==> src/rtl/pfu_pkg.sv <==
package pfu_pkg;
  typedef enum logic [1:0] {
    ACC_LOAD  = 2'd0,
    ACC_STORE = 2'd1,
    ACC_FETCH = 2'd2,
    ACC_ALT   = 2'd3
  } acc_e;

  localparam int RIGHT_R = 0;
  localparam int RIGHT_W = 1;
  localparam int RIGHT_X = 2;
  localparam int RIGHTS  = 3;

  localparam int EC_W    = 6;
  localparam int EC_PROT = 0;
  localparam int EC_WR   = 1;
  localparam int EC_USR  = 2;
  localparam int EC_RSV  = 3;
  localparam int EC_IF   = 4;
  localparam int EC_KEY  = 5;

  // one-hot of the right the access needs
  function automatic logic [RIGHTS-1:0] need_mask(input acc_e k);
    logic [RIGHTS-1:0] m;
    m = '0;
    case (k)
      ACC_STORE: m[RIGHT_W] = 1'b1;
      ACC_FETCH: m[RIGHT_X] = 1'b1;
      default:   m[RIGHT_R] = 1'b1;
    endcase
    return m;
  endfunction

  // access-type bits added to every fault code
  function automatic logic [EC_W-1:0] kind_bits(input acc_e k, input logic usr,
                                                input logic nxe, input logic smep);
    logic [EC_W-1:0] c;
    c = '0;
    c[EC_USR] = usr;
    c[EC_WR]  = (k == ACC_STORE);
    c[EC_IF]  = (k == ACC_FETCH) && (nxe || smep);
    return c;
  endfunction
endpackage

==> src/rtl/pfu_base_rights.sv <==
module pfu_base_rights
  import pfu_pkg::*;
(
  input  logic              pg_user,
  input  logic              pg_rw,
  input  logic              pg_nx,
  input  logic              acc_user,
  input  logic              ctl_wp,
  input  logic              ctl_smep,
  input  logic              ctl_smap,
  output logic [RIGHTS-1:0] base,
  output logic              owner_viol
);
  logic smap_block;
  logic smep_block;

  always_comb begin
    owner_viol = acc_user && !pg_user;
    smap_block = !acc_user && ctl_smap && pg_user;
    smep_block = !acc_user && ctl_smep && pg_user;
    base[RIGHT_R] = !smap_block;
    base[RIGHT_W] = !smap_block && (pg_rw || (!acc_user && !ctl_wp));
    base[RIGHT_X] = !pg_nx && !smep_block;
  end

  always_comb begin
    p_write_needs_read_r4: assert (!base[RIGHT_W] || base[RIGHT_R]);
    p_nx_blocks_exec_r5:   assert (!pg_nx || !base[RIGHT_X]);
  end
endmodule

==> src/rtl/pfu_key_rights.sv <==
module pfu_key_rights
  import pfu_pkg::*;
#(
  parameter int KEY_W = 4,
  localparam int RIGHTS_W = 2 * (1 << KEY_W)
)(
  input  logic                pg_user,
  input  logic [KEY_W-1:0]    pg_key,
  input  logic                acc_user,
  input  logic                ctl_wp,
  input  logic                ukey_en,
  input  logic                skey_en,
  input  logic [RIGHTS_W-1:0] urights,
  input  logic [RIGHTS_W-1:0] srights,
  output logic                key_active,
  output logic [RIGHTS-1:0]   key_mask
);
  logic [RIGHTS_W-1:0] sel;
  logic [KEY_W:0]      ad_idx;
  logic [KEY_W:0]      wd_idx;
  logic                ad;
  logic                wd;

  always_comb begin
    if (pg_user) sel = ukey_en ? urights : '0;
    else         sel = skey_en ? srights : '0;
    key_active = |sel;
    ad_idx = {pg_key, 1'b0};
    wd_idx = {pg_key, 1'b1};
    ad = sel[ad_idx];
    wd = sel[wd_idx];
    key_mask = '1;
    if (key_active) begin
      if (ad) begin
        key_mask[RIGHT_R] = 1'b0;
        key_mask[RIGHT_W] = 1'b0;
      end else if (wd && (acc_user || ctl_wp)) begin
        key_mask[RIGHT_W] = 1'b0;
      end
    end
  end

  always_comb begin
    p_exec_untouched_r7: assert (key_mask[RIGHT_X]);
    p_idle_all_r6:       assert (key_active || (&key_mask));
  end
endmodule

==> src/rtl/pfu_fault_enc.sv <==
module pfu_fault_enc
  import pfu_pkg::*;
(
  input  logic              walk_notpresent,
  input  logic              walk_rsvd,
  input  logic              owner_viol,
  input  logic [RIGHTS-1:0] base,
  input  logic [RIGHTS-1:0] key_mask,
  input  acc_e              kind,
  input  logic              acc_user,
  input  logic              ctl_nxe,
  input  logic              ctl_smep,
  output logic [RIGHTS-1:0] grant,
  output logic              fault,
  output logic [EC_W-1:0]   fault_code
);
  logic [RIGHTS-1:0] need;
  logic [RIGHTS-1:0] merged;
  logic [EC_W-1:0]   kb;
  logic              key_deny;
  logic              prot_deny;

  always_comb begin
    need      = need_mask(kind);
    kb        = kind_bits(kind, acc_user, ctl_nxe, ctl_smep);
    merged    = base & key_mask;
    key_deny  = (key_mask & need) == '0;
    prot_deny = (merged & need) == '0;
    fault      = 1'b1;
    fault_code = kb;
    grant      = '0;
    if (walk_rsvd) begin
      fault_code[EC_RSV] = 1'b1;
    end else if (walk_notpresent) begin
      fault_code = kb;
    end else if (owner_viol) begin
      fault_code[EC_PROT] = 1'b1;
    end else if (key_deny) begin
      fault_code[EC_PROT] = 1'b1;
      fault_code[EC_KEY]  = 1'b1;
    end else if (prot_deny) begin
      fault_code[EC_PROT] = 1'b1;
    end else begin
      fault      = 1'b0;
      fault_code = '0;
      grant      = merged;
    end
  end

  always_comb begin
    p_fetch_no_key_r8: assert (!(kind == ACC_FETCH && fault_code[EC_KEY]));
    p_key_has_p_r8:    assert (!fault_code[EC_KEY] || fault_code[EC_PROT]);
  end
endmodule

==> src/rtl/page_perm_unit.sv <==
module page_perm_unit
  import pfu_pkg::*;
#(
  parameter int KEY_W = 4,
  localparam int RIGHTS_W = 2 * (1 << KEY_W)
)(
  input  logic                pg_user,
  input  logic                pg_rw,
  input  logic                pg_nx,
  input  logic [KEY_W-1:0]    pg_key,
  input  logic [1:0]          acc_kind,
  input  logic                acc_user,
  input  logic                ctl_wp,
  input  logic                ctl_smep,
  input  logic                ctl_smap,
  input  logic                ctl_nxe,
  input  logic                ctl_ukey_en,
  input  logic                ctl_skey_en,
  input  logic [RIGHTS_W-1:0] ukey_rights,
  input  logic [RIGHTS_W-1:0] skey_rights,
  input  logic                walk_notpresent,
  input  logic                walk_rsvd,
  output logic [2:0]          grant,
  output logic                fault,
  output logic [5:0]          fault_code
);
  acc_e              kind;
  logic [RIGHTS-1:0] base_rights;
  logic              owner_viol;
  logic              key_active;
  logic [RIGHTS-1:0] key_mask;
  logic [RIGHTS-1:0] need;

  assign kind = acc_e'(acc_kind);
  assign need = need_mask(kind);

  pfu_base_rights u_base (
    .pg_user    (pg_user),
    .pg_rw      (pg_rw),
    .pg_nx      (pg_nx),
    .acc_user   (acc_user),
    .ctl_wp     (ctl_wp),
    .ctl_smep   (ctl_smep),
    .ctl_smap   (ctl_smap),
    .base       (base_rights),
    .owner_viol (owner_viol)
  );

  pfu_key_rights #(.KEY_W(KEY_W)) u_key (
    .pg_user    (pg_user),
    .pg_key     (pg_key),
    .acc_user   (acc_user),
    .ctl_wp     (ctl_wp),
    .ukey_en    (ctl_ukey_en),
    .skey_en    (ctl_skey_en),
    .urights    (ukey_rights),
    .srights    (skey_rights),
    .key_active (key_active),
    .key_mask   (key_mask)
  );

  pfu_fault_enc u_enc (
    .walk_notpresent (walk_notpresent),
    .walk_rsvd       (walk_rsvd),
    .owner_viol      (owner_viol),
    .base            (base_rights),
    .key_mask        (key_mask),
    .kind            (kind),
    .acc_user        (acc_user),
    .ctl_nxe         (ctl_nxe),
    .ctl_smep        (ctl_smep),
    .grant           (grant),
    .fault           (fault),
    .fault_code      (fault_code)
  );

  always_comb begin
    p_fault_clears_grant_r11: assert (!fault || grant == '0);
    p_ok_has_need_r11:        assert (fault || ((grant & need) != '0 && fault_code == '0));
    p_rsvd_no_p_r1:           assert (!fault_code[EC_RSV] || !fault_code[EC_PROT]);
    p_owner_faults_r2:        assert (!owner_viol || fault);
    p_keyfault_src_r8:        assert (!fault_code[EC_KEY] || key_active);
    p_if_only_fetch_r10:      assert (!fault_code[EC_IF] || kind == ACC_FETCH);
  end
endmodule

==> config.mk <==
export PLATFORM = sky130hd
export DESIGN_NAME = page_perm_unit
export DESIGN_NICKNAME = d
export VERILOG_FILES = /design/src/rtl/pfu_pkg.sv /design/src/rtl/pfu_base_rights.sv /design/src/rtl/pfu_key_rights.sv /design/src/rtl/pfu_fault_enc.sv /design/src/rtl/page_perm_unit.sv
export SDC_FILE = /design/constraint.sdc
export NUM_CORES = 1
export LEC_CHECK = 0
export ABC_CLOCK_PERIOD_IN_PS = 4600
export BUFFER_PORTS_ARGS = -buffer_cell sky130_fd_sc_hd__buf_2
export CAP_MARGIN = 20
export CORE_MARGIN = 5
export CORE_UTILIZATION = 40
export DETAILED_ROUTE_END_ITERATION = 7
export GPL_ROUTABILITY_DRIVEN = 0
export PLACE_DENSITY = 0.95
export REMOVE_ABC_BUFFERS = 1
export SYNTH_ARGS = -nofsm -noshare
export SYNTH_HDL_FRONTEND = slang
export SYNTH_SLANG_ARGS = --single-unit
==> constraint.sdc <==
create_clock -name vclk -period 4.6
set_input_delay 0.46 -clock vclk [all_inputs]
set_output_delay 0.46 -clock vclk [all_outputs]
set_load 0.05 [all_outputs]
==> metrics.md <==
| Metric | Value |
|---|---|
| Clock buffer count in the final layout | 0 |
| Placed Cells | 232 |
| Worst-margin pin slew | 0.401 ns |
| Period Utilization, post-route | 0.673 |
| Largest stage delay on the critical path | 0.44 ns |
| Register area | 0 sq um |
| Global-route wire length before repair | 4750 um |
| Fmax | 0.323 GHz |
| Tmin final | 3.10 ns |
| Hold Startpoint | walk_rsvd |
| Final Cell Area | 1320 sq um |
| Final wirelength | 3170 um |
| Synthesized area | 891 sq um |
| Share of post-route cells with drive strength above 1 | 0.500 |
| Synth warnings | 0 |
| Post-synthesis sequential area ratio | 0 |
| Die width | 57.2 um |
| Rel. slew slack | 0.732 |
| Worst min-delay path category | in2out |
| Pre-antenna DRT Iters | 4 |
| Vias in the first global route | 1173 |
| Synth top area cells | a22oi_1, mux2i_1, o22ai_1 |
| Worst EP required | 4.14 ns |
| Vias | 1310 |
| Initial DRC Count | 42 |
| Crit-path slowest cell | a2111oi_4 |
| Setup bufs post-CTS | 0 |
| Yosys top cell by area | a22oi_1 |
| Setup TNS Final | 0 ns |
| DP HPWL | 2760 um |
| Ports | 92 |
| Critical path startpoint category | input pin |
| Crit path from | ctl_skey_en |
| RSZ-0062 raised after global routing | no |
| Synth cell count leaders | a22oi_1, nand2_1, o22ai_1, nor2_1, mux2i_1 |
| Final setup vio count | 0 |
| Crit end category | output port |
| # DRC | 0 |
| Arrival @ worst endpoint | 2.64 ns |
| Port Buffer Count | 92 |
| Crit-path leading delay family | compound AO/OA/AOI/OAI gates |
| Largest net degree at the start of global routing | 25 |
| Die Area | 3270 sq um |
| Maxcap violations | 0 |
| CP Cell Sequence | buf_2 > nor2b_1 > buf_4 > a22oi_1 > o221ai_1 > a2111oi_4 > o21ai_1 > a211oi_4 > o21a_1 > buf_2 |
| Initial antenna violation count | 0 |
| All-Layer GR Usage | 0.170 |
| Hold Buf Count CTS | 0 |
| Worst Slack Setup Final | 1.50 ns |
| Nets | 290 |
| Most common cell in the synthesized netlist | a22oi_1 |
| DR vias/cell | 5.65 |
| CP dominant cell by count | buf_2 |
| Post-synth top area share | 0.185 |
| CTS resizes | 0 |
| Fin. Hold Viols | 0 |
| Final-layout fill cell count | 219 |
| Antenna Nets Post-Route | 0 |
| Grt total ovfl | 0 |
| Avg WL per Cell | 13.7 um |
| Non-filler instance count after layout | 232 |
| Core footprint | 2170 sq um |
| Max VDD drop | 0.0000630 V |
| # diodes | 0 |
| Status | complete, no violations |
| Pwr/cell area | 97.4 nW/um^2 |
| Pre-CTS setup slack | 1.51 ns |
| Area post-placement | 1320 sq um |
| Syn Area/Cell | 7.49 sq um |
| Leakage | 0.648 nW |
| Setup CP Type | in2out |
| Synth-to-Final Area Change | 48.2% |
| Slew Viols, Final | 0 |
| Initial core utilization | 0.411 |
| CP bufs+invs | 3 |
| Distinct cells, synth | 33 |
| Die H | 57.2 um |
| Cell count after synthesis | 119 |
| Num sequential | 0 |
| Num rows | 17 |
| Maximum fanout along the worst path | 24 |
[logic make-up (layout without fill, tap and decap cells)]
logic type / Yosys count / after routing / synth area share
AOI/OAI and AO/OA: 55 / 55 / 0.506
adders and majority gates: 2 / 2 / 0.0281
buffers and inverters: 15 / 100 / 0.112
muxes: 8 / 8 / 0.0899
and+or+nand+nor: 39 / 39 / 0.264
[cells in the final DEF, fill, tap and decap left out]
cell / instances
nand2b_1: 1
a22oi_2: 1
or4_1: 1
nor4_4: 2
a2111oi_4: 1
o22ai_1: 11
inv_1: 7
and2_4: 1
ha_1: 2
a211oi_4: 1
nand2_1: 12
a21oi_1: 3
and3b_1: 1
and3_1: 1
o221ai_1: 5
a31oi_1: 1
o31ai_4: 1
nand4_1: 1
nand3_1: 2
buf_4: 1
a211oi_2: 1
o21a_1: 4
o211ai_1: 3
and2_1: 1
buf_2: 92
mux2i_1: 8
a22oi_1: 22
o21ai_1: 1
nor2b_1: 3
nand3b_1: 3
nor4_2: 1
nor2_1: 9
[metrics by stage]
| step | hold WS (ns) | util | power (W) |
|---|---|---|---|
| after floorplan | 0.920 | - | 0.0000736 |
| after global placement | 1.22 | 0.608 | 0.000126 |
| after detailed placement | 1.23 | 0.608 | 0.000128 |
| after CTS | 1.23 | 0.608 | 0.000129 |
| after global routing | 1.24 | 0.608 | 0.000140 |
| final | 1.23 | 0.608 | 0.000129 |
[path summary, 6_finish.rpt]
kind | endpoint | slack (ns) | cells after the start
setup / recovery | grant[2] | 1.50 | 10
hold / removal | fault_code[3] | 1.23 | 2
[area by class of cell]
type | instances | area, sq um | share of cell area
Timing Repair Buffer | 93 | 468 | 0.355
Multi-Input combinational cell | 104 | 791 | 0.599
Inverter | 7 | 26.3 | 0.0199
Tap cell | 28 | 35.0 | 0.0265
[report_power, final]
part / internal, W / total [W] / leakage (nW) / switching [W]
combinational: 0.0000567 / 0.000129 / 0.648 / 0.0000719
clock: 0 / 0 / 0 / 0
sequential: 0 / 0 / 0 / 0
total: 0.0000567 / 0.000129 / 0.648 / 0.0000719
[routing by layer]
| metal | vias up | GRT usage | share of wire |
|---|---|---|---|
| li1 | 649 | - | - |
| met1 | 598 | 0.191 | 0.38 |
| met2 | 63 | 0.343 | 0.51 |
| met3 | 0 | 0.0362 | 0.10 |
| met4 | 0 | 0 | 0 |
| met5 | - | 0 | 0 |
(Power assumes the default switching activity.)
